<file path="src/rtl/refmon_pkg.sv">
package refmon_pkg;
  typedef enum logic [1:0] {
    MON_OK   = 2'b00,
    MON_SLOW = 2'b01,
    MON_FAST = 2'b10
  } mon_fault_e;
endpackage

</file>
<file path="src/rtl/refmon_sync_edge.sv">
module refmon_sync_edge #(
  parameter int STAGES = 3
) (
  input  logic clk,
  input  logic rst,
  input  logic mon_clk,
  output logic edge_seen
);
  logic [STAGES-1:0] sr;

  always_ff @(posedge clk) begin
    if (rst) sr <= '0;
    else     sr <= {sr[STAGES-2:0], mon_clk};
  end

  // any level change between the two oldest stages is one transition
  assign edge_seen = sr[STAGES-1] ^ sr[STAGES-2];
endmodule

</file>
<file path="src/rtl/refmon_window.sv">
module refmon_window #(
  parameter int WINDOW = 256,
  parameter int CW     = $clog2(WINDOW + 1)
) (
  input  logic          clk,
  input  logic          rst,
  input  logic          edge_in,
  output logic          win_done,
  output logic [CW-1:0] win_count
);
  localparam int TW = (WINDOW > 1) ? $clog2(WINDOW) : 1;
  localparam logic [TW-1:0] LAST = TW'(WINDOW - 1);

  logic [TW-1:0] timer;
  logic [CW-1:0] acc;
  logic          win_last;
  logic [CW-1:0] acc_next;

  assign win_last = (timer == LAST);
  assign acc_next = acc + CW'(edge_in);

  always_ff @(posedge clk) begin
    if (rst) begin
      timer     <= '0;
      acc       <= '0;
      win_done  <= 1'b0;
      win_count <= '0;
    end else begin
      win_done <= win_last;
      if (win_last) begin
        timer     <= '0;
        acc       <= '0;
        win_count <= acc_next;
      end else begin
        timer <= timer + 1'b1;
        acc   <= acc_next;
      end
    end
  end

  assert_cnt_bound_R9: assert property (@(posedge clk) disable iff (rst)
    acc <= CW'(WINDOW));
  assert_window_wrap_R2: assert property (@(posedge clk) disable iff (rst)
    win_last |=> (timer == '0) && win_done);
  assert_done_pulse_R2: assert property (@(posedge clk) disable iff (rst)
    win_done |=> !win_done);
endmodule

</file>
<file path="src/rtl/refmon_verdict.sv">
module refmon_verdict
  import refmon_pkg::*;
#(
  parameter int MIN_EDGES = 32,
  parameter int MAX_EDGES = 64,
  parameter int CW        = 9
) (
  input  logic          clk,
  input  logic          rst,
  input  logic          win_done,
  input  logic [CW-1:0] win_count,
  output logic          clk_ok,
  output logic [1:0]    fault
);
  localparam logic [CW-1:0] LO = CW'(MIN_EDGES);
  localparam logic [CW-1:0] HI = CW'(MAX_EDGES);

  mon_fault_e cls;
  logic [1:0] streak, streak_nxt;

  always_comb begin
    if (win_count < LO)      cls = MON_SLOW;
    else if (win_count > HI) cls = MON_FAST;
    else                     cls = MON_OK;
  end

  always_comb begin
    if (cls != MON_OK)      streak_nxt = 2'd0;
    else if (streak == 2'd2) streak_nxt = 2'd2;
    else                    streak_nxt = streak + 2'd1;
  end

  always_ff @(posedge clk) begin
    if (rst) begin
      streak <= 2'd0;
      clk_ok <= 1'b0;
      fault  <= MON_OK;
    end else if (win_done) begin
      streak <= streak_nxt;
      clk_ok <= (streak_nxt == 2'd2);
      fault  <= cls;
    end
  end

  assert_code_legal_R9: assert property (@(posedge clk) disable iff (rst)
    fault != 2'b11);
  assert_fail_low_R6: assert property (@(posedge clk) disable iff (rst)
    (fault != 2'b00) |-> !clk_ok);
  assert_rise_after_pass_R7: assert property (@(posedge clk) disable iff (rst)
    $rose(clk_ok) |-> (fault == 2'b00) && (streak == 2'd2));
  assert_hold_R8: assert property (@(posedge clk) disable iff (rst)
    !$past(win_done) |-> $stable(clk_ok) && $stable(fault));
endmodule

</file>
<file path="src/rtl/refmon.sv">
module refmon #(
  parameter int WINDOW_CYCLES = 256,
  parameter int MIN_EDGES     = 32,
  parameter int MAX_EDGES     = 64,
  parameter int SYNC_STAGES   = 3
) (
  input  logic       ref_clk,
  input  logic       rst,
  input  logic       mon_clk,
  output logic       clk_ok,
  output logic [1:0] fault
);
  localparam int CW = $clog2(WINDOW_CYCLES + 1);

  logic          edge_seen;
  logic          win_done;
  logic [CW-1:0] win_count;

  refmon_sync_edge #(.STAGES(SYNC_STAGES)) u_sync (
    .clk(ref_clk), .rst(rst), .mon_clk(mon_clk), .edge_seen(edge_seen)
  );

  refmon_window #(.WINDOW(WINDOW_CYCLES), .CW(CW)) u_window (
    .clk(ref_clk), .rst(rst), .edge_in(edge_seen),
    .win_done(win_done), .win_count(win_count)
  );

  refmon_verdict #(.MIN_EDGES(MIN_EDGES), .MAX_EDGES(MAX_EDGES), .CW(CW)) u_verdict (
    .clk(ref_clk), .rst(rst), .win_done(win_done), .win_count(win_count),
    .clk_ok(clk_ok), .fault(fault)
  );
endmodule

</file>
<file path="config.mk">
export PLATFORM = sky130hd
export DESIGN_NAME = refmon
export DESIGN_NICKNAME = d
export VERILOG_FILES = /design/src/rtl/refmon_pkg.sv /design/src/rtl/refmon_sync_edge.sv /design/src/rtl/refmon_window.sv /design/src/rtl/refmon_verdict.sv /design/src/rtl/refmon.sv
export SDC_FILE = /design/constraint.sdc
export NUM_CORES = 1
export LEC_CHECK = 0
export BUFFER_PORTS_ARGS = -buffer_cell sky130_fd_sc_hd__clkbuf_2
export CAP_MARGIN = 5
export CORE_UTILIZATION = 53
export DETAILED_ROUTE_END_ITERATION = 8
export HOLD_SLACK_MARGIN = 0.03
export PLACE_DENSITY = 0.78
export SYNTH_ARGS = -nofsm -noshare
export SYNTH_HDL_FRONTEND = slang
export SYNTH_SLANG_ARGS = --single-unit
</file>
<file path="constraint.sdc">
create_clock -name ref_clk -period 1.7 [get_ports ref_clk]
set_input_delay 0.17 -clock ref_clk [delete_from_list [all_inputs] [get_ports ref_clk]]
set_output_delay 0.17 -clock ref_clk [all_outputs]
set_load 0.005 [all_outputs]
</file>
## Yosys cells after proc, flatten, opt, wreduce, memory -nomap -nowiden

Index checks and enable logic that the tools add are counted.
Widths: inputs -> output; s select.

- Register bits: 35
- Input bits: 3
- Word-level logic and storage cells: 23

- $add $sub $neg: 3
- Magnitude comparators: 2
- Equal/unequal tests: 3
- Mux-type cells: 4
- Bitwise logic cells: 1
- Reductions and logical operators: 2

Operator list:

| kind | count |
|---|---|
| $add 9x1->9 | 1 |
| $gt 9x7->1 const B | 1 |
| $lt 9x6->1 const B | 1 |
| $add 8x1->8 const B | 1 |
| $eq 8x8->1 const B | 1 |
| $mux 2 | 4 |
| $eq 2x2->1 const B | 2 |
| $add 2x1->2 const B | 1 |
| $reduce_bool 2->1 | 1 |
| $reduce_or 2->1 | 1 |
| $xor 1x1->1 | 1 |

## Logic depth before layout (Yosys ltp)

- Depth after elaboration: 6
- Gate-level depth with buffers: 6
- Mapped depth without buffers: 6

## Modules after synthesis

Synthesis repeated with hierarchy kept, for this count alone.

- Cells, all modules: 133
- Area total of the unflattened synthesis: 1365.1 µm²

Modules (own cells, without submodules):

| module | times used | cells an instance | area an instance (µm²) | seq. area each (µm²) |
|---|---|---|---|---|
| refmon_window | 1 | 96 | 993.5 | 540.5 |
| refmon_verdict | 1 | 30 | 284.0 | 100.1 |
| refmon_sync_edge | 1 | 7 | 87.6 | 60.1 |

## Worst setup path before layout

Ideal clock, no wire load.

- Kind: reg-to-reg
- Start: register u_sync.sr[1]
- End: register u_window.win_count[8]
- Arrival: 1.540 ns
- Required time: 1.612 ns
- Slack: 0.072 ns
- Stages on the path, launching flop included: 6
- Path through: dfxtp_1 xor2_1 ha_1 ha_1 or4b_4 a311oi_2

- Longest elaborated chain between the ends: 2

RTL lines:

| element | RTL line | text |
|---|---|---|
| from (decl) | refmon_sync_edge.sv:9 | `logic [STAGES-1:0] sr;` |
| from (signal assigned) | refmon_sync_edge.sv:13 | `else sr <= {sr[STAGES-2:0], mon_clk};` |
| $xor 1x1->1 | refmon_sync_edge.sv:17 | `assign edge_seen = sr[STAGES-1] ^ sr[STAGES-2];` |
| $add 9x1->9 | refmon_window.sv:20 | `assign acc_next = acc + CW'(edge_in);` |
| to (signal assigned) | refmon_window.sv:33 | `win_count <= acc_next;` |
| to (decl) | refmon_window.sv:9 | `output logic [CW-1:0] win_count` |

No other way between the ends.
A chain may end at the register's enable or synchronous reset.

## Worst setup path in the final report

- Start: register u_sync.sr[2]
- End: register u_window.win_count[6]

Same word-level chain as after synthesis.

==> impl_metrics.py <==
metrics = {
    "final_layout": {
        "drive_above_1_share_pct": 17.5,
        "area_delta_synth_final_pct": 15.3,
        "diodes": 0,
        "fillers": 206,
        "layout.nets": 172,
    },
    "yosys": {
        "syn_avg_cell_area_um2": 9.26,
        "synth_compound_area_share_pct": 18.4,
        "ys_ff_latch": 35,
        "yosysWarnings": 0,
        "syn_inst": 151,
        "synth_top_area_cell": "dfxtp_1",
        "synth.area.top_cells": "dfxtp_1 50%, a21oi_1 6.4%, ha_1 3.6%, nand3_1 3.6%, nor2_1 3.2%",
        "synth_area_um2": 1400,
        "synth_fa_ha_area_share_pct": 3.58,
        "yosysSeqAreaShare_pct": 50.1,
        "synth_top_family_by_area": "simple AND/OR/NAND/NOR gates",
        "syn-num-nets": 158,
        "ys_types": 33,
        "synth_top_area_share_pct": 50.1,
        "synthXorXnorAreaFrac_pct": 4.39,
        "synth_simple_gate_area_share_pct": 20.7,
        "synthMuxAreaShare_pct": 0,
    },
    "detailed_routing": {
        "detail_route.vias_per_cell": 5.78,
        "drt_iter0_drc": 16,
        "drtAntennaViolNets": 0,
        "wl_per_cell_um": 13.5,
        "vias": 1132,
        "drc": 0,
        "drt-total-wl_um": 2650,
        "first_pass_iters": 4,
    },
    "placed_design": {
        "place_congestion": 0.839,
        "pre_cts_ws_ps": -18.4,
        "dp_hpwl_um": 1850,
        "io_buffers": 5,
    },
    "timing": {
        "final.period_utilization_pct": 97.8,
        "relSlewSlack_pct": 73.6,
        "fmax_mhz": 601,
        "hold_violations": 0,
        "min_period_ps": 1660,
        "tightestPinTransition_ps": 390,
        "fin_skew_ps": 9.57,
        "layout_setup_ws_ps": 37.2,
        "setup_violations": 0,
        "rsz0062_at_grt": "yes",
        "fin_tns_setup_ps": 0,
        "slew_violations": 0,
    },
    "clock_network": {
        "cts_hold_buf": 0,
        "cts_num_sinks": 35,
        "cts_buffers": 5,
        "cts_tree": "yes",
        "clock_latency_ps": 340,
        "root_buffer": "clkbuf_4",
        "cts.htree.levels": 2,
        "clockBufferDepth": 2,
        "clk_pin_slew_worst_paths_ps": 110,
    },
    "floorplan": {
        "die_w_um": 53.4,
        "ioPinCount": 6,
        "dieArea_um2": 2850,
        "start_util_pct": 56.4,
        "coreArea_um2": 2480,
        "num_rows": 18,
        "fp.dieH_um": 53.4,
    },
    "setup_path": {
        "critical_path_class": "reg2reg",
        "end_kind": "flip-flop",
        "cp-start-kind": "flip-flop",
        "worst-path-max-fanout": 3,
        "arrival_ps": 1920,
        "crit_required_ps": 1960,
    },
    "global_route": {
        "antenna_found_initial": 0,
        "grt_pass1_wl_um": 4020,
        "grt_pass1_vias": 950,
        "overflow": 0,
        "grt_max_degree": 14,
        "track_usage_pct": 20.4,
    },
    "min_path": {
        "hold_path.class": "in2reg",
    },
    "power_and_ir_drop": {
        "p_sw_share_pct": 20.8,
        "max-vdd-ir-drop_mv": 0.696,
        "powerDensity_nw_per_um2": 938,
        "pwr-share-comb_pct": 3.0,
        "cellInternalPower_uw": 1200,
        "power_frac_clock_pct": 41.4,
        "switchingPower_uw": 315,
        "power.leakage_uw": 0.000560,
        "pwr-share-seq_pct": 55.6,
    },
    "job": {
        "maxCapViolCount": 0,
    },
    "status": {
        "status": "completed",
    },
}
-- power by group through the flow --
stage	clock [uW]	sequential [uW]	combinational [uW]
2_1_floorplan	0	857	28.8
3_3_place_gp	0	858	40.3
3_5_place_dp	0	859	41.0
4_1_cts	635	841	43.3
5_1_grt	671	842	50.3
6_report	627	841	44.9
-- what timing repair did --
action / 4_1_cts / 5_1_grt
pin swaps: 2 / 5
setup endpoints to repair: 2 / 6
buffers inserted: 0 / 2
gates resized for setup: 4 / 5
-- state kept, by name, summed over array words and instances (netlist names) --
name and flops:
u_sync.sr 3, u_verdict.fault 2, u_window.acc 9, u_window.win_done 1
u_window.win_count 9, u_verdict.clk_ok 1, u_verdict.streak 2, u_window.timer 8
-- layout make-up --
type	count	area, um2	share of cell area [%]
clock buffer	6	51.3	3.18
multi-input combinational	106	689	42.8
sequential	35	702	43.6
timing repair buffer	12	77.6	4.81
clock inverter	2	35.0	2.17
tap	30	37.5	2.33
inverter	5	18.8	1.16
-- final timing paths --
kind                        from                     to  slack (ps)  cells after the start
min                      mon_clk           u_sync.sr[0]          60                      2
max                 u_sync.sr[2]  u_window.win_count[6]          40                      6
max reg2reg         u_sync.sr[2]  u_window.win_count[6]          40                      6
min reg2reg  u_verdict.streak[0]    u_verdict.streak[0]         450                      2
-- critical path: stages, from the launching register on --
cell,delay [ps]
dfxtp_1,340
xor2_1,160
ha_2,240
ha_4,150
nand3_1,120
or3_1,340
a311oi_1,230
-- cells by family (layout without fill, tap and decap cells) --
logic type / Yosys count / in the layout
fa+ha+maj: 4 / 4
xor+xnor: 7 / 7
flops: 35 / 35
buf+inv: 10 / 25
simple gates: 54 / 54
compound gates: 41 / 41
-- cells in the mapped netlist --
cell and n:
xor2_1 4, or3_1 5, or4b_4 1, or4_1 2
a311oi_2 1, inv_1 5, nand3_1 10, a311oi_1 4
nor2b_1 3, and2_1 3, a2bb2oi_1 1, buf_2 2
nand2_1 9, o31ai_2 1, nor4b_1 1, o21ai_0 8
nand2b_1 1, and3_1 1, nand4_1 3, a211oi_1 3
and4_1 1, xnor2_1 3, dfxtp_1 35, o31ai_1 2
a21oi_1 18, buf_1 2, nor2_1 12, a21o_1 1
nor3_1 1, or3b_1 1, clkbuf_1 1, ha_1 4
o21ai_1 2
-- cells in the final DEF (no fill, tap or decap), types with 4 or more instances in the layout --
master	count
dfxtp_1	34
a21oi_1	18
nor2_1	12
nand3_1	10
nand2_1	9
buf_4	7
o21ai_0	6
inv_1	5
clkbuf_4	5
clkbuf_2	5
xor2_1	4
or3_1	4
o21ai_1	4
-- per-layer routing --
metal	track usage [%]	wire length [um]	up-vias	share of wire (%)
li1	-	-	577	-
met3	7.76	148	5	5.6
met4	7.89	14	0	0.53
met5	0	0	-	0
met2	32.3	1220	29	46
met1	24.6	1260	521	48
-- stage by stage --
step                total power (uW)  util (%)  std cells  instance area, um2  hold slack [ps]
floorplan                        886         -        151                1400              298
global placement                 898      59.6        186                1480              384
detailed placement               900      59.6        186                1480              405
CTS                             1520      63.7        194                1580             69.6
global route                    1560      65.1        196                1610             64.5
finish                          1510      65.1        196                1610             57.5
No activity file was read; power rests on OpenSTA's default activity.
